==> src/rtl/sym_block_tx_pkg.sv <==
package sym_block_tx_pkg;
   typedef enum logic [1:0] {
      ST_IDLE = 2'd0,
      ST_PRE  = 2'd1,
      ST_DATA = 2'd2,
      ST_PAR  = 2'd3
   } seq_state_e;
endpackage

==> src/rtl/sym_block_shadow.sv <==
module sym_block_shadow #(
   parameter int NUM_SYM = 47,
   parameter int SYM_W   = 6,
   parameter int ADDR_W  = 6
) (
   input  logic                     clk,
   input  logic                     rst_n,
   input  logic                     wr_en,
   input  logic [ADDR_W-1:0]        wr_addr,
   input  logic [SYM_W-1:0]         wr_data,
   input  logic                     blk_start,
   output logic                     xfer,
   output logic [NUM_SYM*SYM_W-1:0] shadow_flat,
   output logic                     buf_free,
   output logic                     par_start
);
   localparam logic [ADDR_W-1:0] LAST_ADDR = ADDR_W'(NUM_SYM - 1);

   generate
      if (NUM_SYM > (1 << ADDR_W)) begin : g_bad_addr
         $error("ADDR_W too narrow for NUM_SYM");
      end
   endgenerate

   logic pending, loading, wr_ok, commit;

   assign wr_ok  = wr_en && !pending && (wr_addr <= LAST_ADDR);
   assign commit = wr_ok && (wr_addr == LAST_ADDR);
   assign xfer   = blk_start && pending;
   assign buf_free = !pending && !loading;

   for (genvar i = 0; i < NUM_SYM; i++) begin : g_sym
      always_ff @(posedge clk) begin
         if (!rst_n)
            shadow_flat[i*SYM_W +: SYM_W] <= '0;
         else if (wr_ok && (wr_addr == ADDR_W'(i)))
            shadow_flat[i*SYM_W +: SYM_W] <= wr_data;
      end
   end

   always_ff @(posedge clk) begin
      if (!rst_n) begin
         pending   <= 1'b0;
         loading   <= 1'b0;
         par_start <= 1'b0;
      end else begin
         par_start <= commit;
         if (xfer) pending <= 1'b0;
         if (commit) pending <= 1'b1;
         if (commit) loading <= 1'b0;
         else if (wr_ok) loading <= 1'b1;
      end
   end

   a_r3_hold_while_pending: assert property (@(posedge clk) disable iff (!rst_n)
      (wr_en && pending) |=> $stable(shadow_flat));
   a_r2_range: assert property (@(posedge clk) disable iff (!rst_n)
      (wr_en && (wr_addr > LAST_ADDR)) |=> $stable(shadow_flat));
   a_r4_commit_pulse: assert property (@(posedge clk) disable iff (!rst_n)
      commit |=> (par_start && !buf_free));
   a_r7_xfer_frees: assert property (@(posedge clk) disable iff (!rst_n)
      xfer |=> !pending);
endmodule

==> src/rtl/sym_block_active.sv <==
module sym_block_active #(
   parameter int NUM_SYM = 47,
   parameter int SYM_W   = 6,
   parameter int IDX_W   = 6
) (
   input  logic                     clk,
   input  logic                     rst_n,
   input  logic                     load,
   input  logic [NUM_SYM*SYM_W-1:0] shadow_flat,
   input  logic [IDX_W-1:0]         rd_idx,
   output logic [SYM_W-1:0]         rd_sym
);
   logic [NUM_SYM*SYM_W-1:0] act;

   always_ff @(posedge clk) begin
      if (!rst_n)   act <= '0;
      else if (load) act <= shadow_flat;
   end

   always_comb begin
      rd_sym = '0;
      for (int i = 0; i < NUM_SYM; i++)
         if (rd_idx == IDX_W'(i)) rd_sym = act[i*SYM_W +: SYM_W];
   end
endmodule

==> src/rtl/sym_block_seq.sv <==
module sym_block_seq
   import sym_block_tx_pkg::*;
#(
   parameter int NUM_SYM   = 47,
   parameter int NUM_PAR   = 16,
   parameter int SYM_W     = 6,
   parameter int DOT_SYMS  = 4,
   parameter int SYNC_SYMS = 2,
   parameter logic [SYNC_SYMS*SYM_W-1:0] SYNC_WORD = 12'hD1B,
   parameter int IDX_W     = 6,
   parameter int PAR_W     = 4
) (
   input  logic             clk,
   input  logic             rst_n,
   input  logic             tx_off,
   input  logic             cont_ind,
   input  logic             out_ready,
   input  logic [SYM_W-1:0] data_sym,
   input  logic [SYM_W-1:0] par_sym,
   output logic [IDX_W-1:0] data_idx,
   output logic [PAR_W-1:0] par_idx,
   output logic             blk_start,
   output logic             out_valid,
   output logic [SYM_W-1:0] out_sym,
   output logic             out_ci
);
   localparam int PRE_SYMS = DOT_SYMS + SYNC_SYMS;
   localparam int MAX_A = (NUM_SYM > NUM_PAR) ? NUM_SYM : NUM_PAR;
   localparam int MAX_N = (MAX_A > PRE_SYMS) ? MAX_A : PRE_SYMS;
   localparam int CNT_W = $clog2(MAX_N);
   localparam logic [CNT_W-1:0] LAST_PRE  = CNT_W'(PRE_SYMS - 1);
   localparam logic [CNT_W-1:0] LAST_DATA = CNT_W'(NUM_SYM - 1);
   localparam logic [CNT_W-1:0] LAST_PAR  = CNT_W'(NUM_PAR - 1);

   generate
      if (SYNC_SYMS < 1 || NUM_PAR < 2 || NUM_SYM < 2) begin : g_bad_cfg
         $error("sym_block_seq: unsupported parameter set");
      end
   endgenerate

   seq_state_e state;
   logic [CNT_W-1:0] cnt;
   logic ci_q, pre_arm, need_pre, fire, at_end;
   logic [SYM_W-1:0] pre_sym;

   generate
      if (DOT_SYMS == 0) begin : g_sync_only
         always_comb pre_sym = SYNC_WORD[(SYNC_SYMS-1-int'(cnt))*SYM_W +: SYM_W];
      end else begin : g_dot_sync
         always_comb begin
            pre_sym = '0;
            if (int'(cnt) < DOT_SYMS) begin
               for (int b = 0; b < SYM_W; b++)
                  pre_sym[b] = (((int'(cnt)*SYM_W + SYM_W - 1 - b) % 2) == 0);
            end else begin
               pre_sym = SYNC_WORD[(SYNC_SYMS-1-(int'(cnt)-DOT_SYMS))*SYM_W +: SYM_W];
            end
         end
      end
   endgenerate

   assign need_pre  = cont_ind && (pre_arm || !ci_q);
   assign out_valid = (state != ST_IDLE) && !tx_off;
   assign fire      = out_valid && out_ready;
   assign at_end    = fire && (state == ST_PAR) && (cnt == LAST_PAR);
   assign blk_start = !tx_off && ((state == ST_IDLE) || at_end);
   assign data_idx  = IDX_W'(cnt);
   assign par_idx   = PAR_W'(cnt);

   always_comb begin
      case (state)
         ST_PRE:  out_sym = pre_sym;
         ST_DATA: out_sym = data_sym;
         ST_PAR:  out_sym = par_sym;
         default: out_sym = '0;
      endcase
   end

   always_ff @(posedge clk) begin
      if (!rst_n) begin
         state   <= ST_IDLE;
         cnt     <= '0;
         ci_q    <= 1'b0;
         pre_arm <= 1'b0;
         out_ci  <= 1'b0;
      end else begin
         ci_q    <= cont_ind;
         pre_arm <= blk_start ? 1'b0 : need_pre;
         if (tx_off) begin
            state <= ST_IDLE;
            cnt   <= '0;
         end else if (blk_start) begin
            state  <= need_pre ? ST_PRE : ST_DATA;
            cnt    <= '0;
            out_ci <= cont_ind;
         end else if (fire) begin
            if (state == ST_PRE && cnt == LAST_PRE) begin
               state <= ST_DATA;
               cnt   <= '0;
            end else if (state == ST_DATA && cnt == LAST_DATA) begin
               state <= ST_PAR;
               cnt   <= '0;
            end else begin
               cnt <= cnt + 1'b1;
            end
         end
      end
   end

   a_r11_hold: assert property (@(posedge clk) disable iff (!rst_n)
      (out_valid && !out_ready) |=> ($stable(state) && $stable(cnt)));
   a_r5_off_idle: assert property (@(posedge clk) disable iff (!rst_n)
      tx_off |=> (state == ST_IDLE));
   a_r6_wrap: assert property (@(posedge clk) disable iff (!rst_n)
      at_end |=> ((state == ST_PRE || state == ST_DATA) && cnt == '0));
   a_r10_pre_ci: assert property (@(posedge clk) disable iff (!rst_n)
      (state == ST_PRE) |-> out_ci);
   a_r9_ci_steady: assert property (@(posedge clk) disable iff (!rst_n)
      (!blk_start && state != ST_IDLE) |=> $stable(out_ci));
endmodule

==> src/rtl/sym_block_tx.sv <==
module sym_block_tx #(
   parameter int NUM_SYM   = 47,
   parameter int NUM_PAR   = 16,
   parameter int SYM_W     = 6,
   parameter int ADDR_W    = 6,
   parameter int DOT_SYMS  = 4,
   parameter int SYNC_SYMS = 2,
   parameter logic [SYNC_SYMS*SYM_W-1:0] SYNC_WORD = 12'hD1B,
   localparam int IDX_W    = $clog2(NUM_SYM),
   localparam int PAR_W    = $clog2(NUM_PAR)
) (
   input  logic              clk,
   input  logic              rst_n,
   input  logic              wr_en,
   input  logic [ADDR_W-1:0] wr_addr,
   input  logic [SYM_W-1:0]  wr_data,
   output logic              buf_free,
   input  logic              tx_off,
   input  logic              cont_ind,
   output logic              par_start,
   output logic [PAR_W-1:0]  par_idx,
   input  logic [SYM_W-1:0]  par_sym,
   output logic              out_valid,
   input  logic              out_ready,
   output logic [SYM_W-1:0]  out_sym,
   output logic              out_ci
);
   logic blk_start, xfer;
   logic [NUM_SYM*SYM_W-1:0] shadow_flat;
   logic [IDX_W-1:0] data_idx;
   logic [SYM_W-1:0] data_sym;

   sym_block_shadow #(.NUM_SYM(NUM_SYM), .SYM_W(SYM_W), .ADDR_W(ADDR_W)) u_shadow (
      .clk(clk), .rst_n(rst_n), .wr_en(wr_en), .wr_addr(wr_addr), .wr_data(wr_data),
      .blk_start(blk_start), .xfer(xfer), .shadow_flat(shadow_flat),
      .buf_free(buf_free), .par_start(par_start));

   sym_block_active #(.NUM_SYM(NUM_SYM), .SYM_W(SYM_W), .IDX_W(IDX_W)) u_active (
      .clk(clk), .rst_n(rst_n), .load(xfer), .shadow_flat(shadow_flat),
      .rd_idx(data_idx), .rd_sym(data_sym));

   sym_block_seq #(.NUM_SYM(NUM_SYM), .NUM_PAR(NUM_PAR), .SYM_W(SYM_W),
      .DOT_SYMS(DOT_SYMS), .SYNC_SYMS(SYNC_SYMS), .SYNC_WORD(SYNC_WORD),
      .IDX_W(IDX_W), .PAR_W(PAR_W)) u_seq (
      .clk(clk), .rst_n(rst_n), .tx_off(tx_off), .cont_ind(cont_ind),
      .out_ready(out_ready), .data_sym(data_sym), .par_sym(par_sym),
      .data_idx(data_idx), .par_idx(par_idx), .blk_start(blk_start),
      .out_valid(out_valid), .out_sym(out_sym), .out_ci(out_ci));
endmodule

==> config.mk <==
export PLATFORM = sky130hd
export DESIGN_NAME = sym_block_tx
export DESIGN_NICKNAME = d
export VERILOG_FILES = /design/src/rtl/sym_block_tx_pkg.sv /design/src/rtl/sym_block_shadow.sv /design/src/rtl/sym_block_active.sv /design/src/rtl/sym_block_seq.sv /design/src/rtl/sym_block_tx.sv
export SDC_FILE = /design/constraint.sdc
export NUM_CORES = 1
export LEC_CHECK = 0
export BUFFER_PORTS_ARGS = -buffer_cell sky130_fd_sc_hd__buf_2
export CAP_MARGIN = 40
export CORE_MARGIN = 4
export CORE_UTILIZATION = 48
export CTS_CLUSTER_SIZE = 30
export DETAILED_ROUTE_END_ITERATION = 12
export GPL_TIMING_DRIVEN = 1
export HOLD_SLACK_MARGIN = 0.12
export PLACE_DENSITY_LB_ADDON = 0.2
export SYNTH_ARGS = -nofsm -noshare
export SYNTH_HDL_FRONTEND = slang
export SYNTH_SLANG_ARGS = --single-unit
==> constraint.sdc <==
create_clock -name clk -period 4.5 [get_ports clk]
set_clock_uncertainty 0.15 [all_clocks]
set_input_delay 0.9 -clock clk [delete_from_list [all_inputs] [get_ports clk]]
set_output_delay 0.9 -clock clk [all_outputs]
set_load 0.01 [all_outputs]
==> flow_summary_export.csv <==
group,metric,value,unit
synth,yosysSeqAreaShare,43.7,%
power,power.leakage,10.8,nW
power,vdd_drop_max,0.339,mV
finish,mostFrequentLayoutCells,"749 x nand2_1, 573 x dfxtp_1, 227 x a21boi_1, 221 x nor2b_1, 206 x mux2i_1",
worst_setup_path,critPathLaunch,"u_seq.data_idx[2]",
cts,cts_inserted_buffers,60,
worst_setup_path,crit_arrival,4.08,ns
global_routing,busiest_layer,"met2",
worst_setup_path,cp-endpoint,"out_sym[3]",
worst_setup_path,start_kind,"flop",
synth,synth_seq_cells,578,
floorplan,die_h,243,microns
worst_setup_path,timing.rr.end,"u_active.act[26]",
synth,synth_edf_count,0,
global_routing,use_met3,5.47,%
cts,clockBufferDepth,3,
floorplan,core_area,54200,sq um
synth,syn_area_per_cell,8.43,sq um
sta,hold_viol_final,0,
synth,yosys_most_used_dff,"dfxtp_1",
finish,n_antenna_cell,0,
finish,multiInputGateArea,13900,sq um
sta,setup_violations,6,
route,drcViolationCount,0,
cts,htree_levels,2,
synth,synth_top_family_by_area,"simple AND/OR/NAND/NOR gates",
global_routing,grt_max_degree,182,
placed_design,gp_congestion,0.958,
global_routing,grt_use_met2,43.8,%
finish,final_common_cell,"nand2_1",
placed_design,io_buffer_count,37,
synth,syn_inst,3143,
run_status,violations,"negative setup slack",
sta,slew_violations,0,
worst_setup_path,r2r_cells,10,
sta,relSlewSlack,35.9,%
synth,yosys.area_share.simple,24.6,%
floorplan,initial_core_util,48.8,%
route,drtPass1Iterations,6,
sta,fin_crit,5.13,ns
global_routing,overflow,0,
floorplan,fp-row-count,85,
sta,layout_setup_ws,-0.626,ns
synth,netlist_area,26500,sq um
min_path,worstHoldPathType,"reg -> reg",
worst_setup_path,r2r_start,"u_seq.data_idx[2]",
global_routing,grt_pass1_vias,21700,
worst_setup_path,critPathMaxStageDelay,0.39,ns
route,vias,22700,
placed_design,dp_hpwl,59600,microns
route,via_per_inst,5.80,
worst_setup_path,worst-setup-path-type,"reg -> out",
sta,worst_pin_slew,0.961,ns
worst_setup_path,cp_top_family,"adder cells",
route,wirelength,87700,microns
run_status,status,"complete, but fails checks",
worst_setup_path,crit_path_max_fanout,2,
worst_setup_path,worst_ep_required_time,3.45,ns
route,wl_per_cell,22.4,microns
finish,nets,3209,
cts,clkSlewWorstSetupHoldPaths,0.07,ns
worst_setup_path,path_depth,16,
global_routing,grt.total_usage,28.6,%
sta,max_freq,195,MHz
worst_setup_path,cp_cell_sequence,"inv_2 -> ha_4 -> xor2_2 -> ha_1 -> inv_2 -> fa_2 -> xnor2_2 -> xnor2_1 -> xnor2_1 -> or3b_1 -> o31ai_1 -> a31oi_1 -> o211ai_1 -> buf_4 -> a311o_2 -> buf_6",
route,drt_iter0_drc,1990,
floorplan,io_pins,38,
placed_design,pre_cts_ws,-0.183,ns
worst_setup_path,critical_path_buf_inv_count,4,
worst_setup_path,crit_slowest_cell,"fa_2",
floorplan,design.die.area,59000,sq um
power,power_density,360,nW/um^2
synth,synth_fa_ha_area_share,0.784,%
finish,nFillCells,4995,
finish,postLayoutCoreUtil,56.4,%
worst_setup_path,reg2reg_slack,1.21,ns
floorplan,die_w,243,microns
finish,area_growth,15.5,%
synth,synth_warnings,0,
synth,synth_mux_area_share,7.78,%
synth,synthDistinctLibCells,83,
synth,async_flop_share,0,%
synth,synth-compound-area-share,18.0,%
global_routing,gr-usage-met1,39.8,%
cts,cts_tree,"yes",
cts,numClockSinks,578,
finish,regArea,11600,sq um
global_routing,antenna_found_initial,1,
cts,root_buffer,"clkbuf_16",
global_routing,grt_pass1_wl,132000,microns
sta,finalCritPeriodShare,114,%
finish,drive_gt1_share,13.4,%
synth,synth_xor_area_share,0.364,%
sta,grt_setup_unrepaired,"yes",
job,maxCapViolations,0,
synth,synth_nets,3183,
worst_setup_path,crit_path_end_kind,"output pin",
route,ant_nets,0,
cts,clk_latency,0.64,ns
-- sequential cells by signal (all words and copies together), names as in the netlist --
name / cells
u_shadow.par_start: 1
u_seq.state: 2
u_shadow.loading: 1
u_shadow.pending: 1
u_seq.out_ci: 1
u_seq.pre_arm: 1
u_seq.ci_q: 1
u_shadow.shadow_flat: 282
u_active.act: 282
u_seq.data_idx: 6
-- layer usage --
| metal | vias up | part of all wire (%) |
|---|---|---|
| met5 | - | 0.050 |
| met4 | 2 | 4.1 |
| met3 | 181 | 7.0 |
| met2 | 770 | 44 |
| met1 | 11000 | 45 |
| li1 | 10800 | - |
-- report_power, final --
part           switching, mW  internal, mW  total, mW  leakage, nW
Combinational          0.235         0.136      0.371         5.04
Sequential           0.00873          5.13       5.14         4.66
Clock                   2.14          3.38       5.52         1.10
Total                   2.38          8.64       11.0         10.8
-- cell families after synthesis --
| kind of cell | after synthesis |
|---|---|
| XOR/XNOR | 11 |
| AO/OA/AOI/OAI | 665 |
| multiplexers | 206 |
| AND/OR/NAND/NOR | 1388 |
| adder cells (fa/ha/maj) | 16 |
| flip-flops | 578 |
| buffers and inverters | 279 |
-- worst reg2reg max path, stage by stage (launching register included) --
cell	delay (ns)
dfxtp_2	0.34
buf_6	0.11
buf_4	0.15
ha_2	0.42
and3_2	0.43
a21oi_2	0.12
nor2_4	0.24
and2_4	0.49
buf_12	0.38
nand2_1	0.17
a21boi_0	0.18
-- cell usage after synthesis (all sizes together) (17+ instances only) --
master	n	share of area (%)
inv	20	0.28
o211ai	18	0.51
and3	17	0.40
a21oi	69	1.3
clkbuf	141	2.0
buf	118	2.4
dfxtp	578	44
mux2i	206	7.8
a21boi	360	10
nand3	132	2.6
nand2	753	11
nor2b	222	5.3
o22ai	18	0.43
nor2	134	2.1
o21ai	65	1.2
nor3	44	1.1
a221oi	22	0.75
-- worst min path at each step --
stage,from,slack [ns],to,depth (start not counted)
global route,u_shadow.shadow_flat[89],0.30,u_active.act[89],2
detailed placement,u_shadow.shadow_flat[259],0.29,u_active.act[259],2
floorplan,u_active.act[84],0.28,u_active.act[84],2
CTS,u_shadow.shadow_flat[223],0.29,u_active.act[223],2
global placement,u_shadow.shadow_flat[257],0.28,u_active.act[257],2
finish,u_shadow.shadow_flat[123],0.30,u_active.act[123],2
-- through the flow --
stage	power [mW]	TNS [ns]	cells	hold slack (ns)	instance area, sq um
finish	11.0	-2.20	3916	0.296	30600
CTS	11.1	-2.10	3915	0.293	30500
global route	11.3	-2.94	3916	0.305	30600
floorplan	5.48	0	3143	0.280	26500
detailed placement	5.62	-0.414	3793	0.291	28000
global placement	5.60	-0.450	3783	0.285	27900
-- timing repair --
action                                  CTS  global route
buffers inserted                         10             1
hold buffers                              0             0
gates resized for setup                  51            13
cloned                                    0             0
pin swaps                                16            12
endpoints found under the setup margin    6             6
-- cell type report --
class                   count  area share [%]
clock inverters            27            1.41
well taps                 696            2.85
repair buffers            223            6.36
flip-flops and latches    578            37.8
multi-input cells        2286            45.5
inverters                  20           0.245
clock buffers              86            5.82
Power figures use the tool's default switching activity.
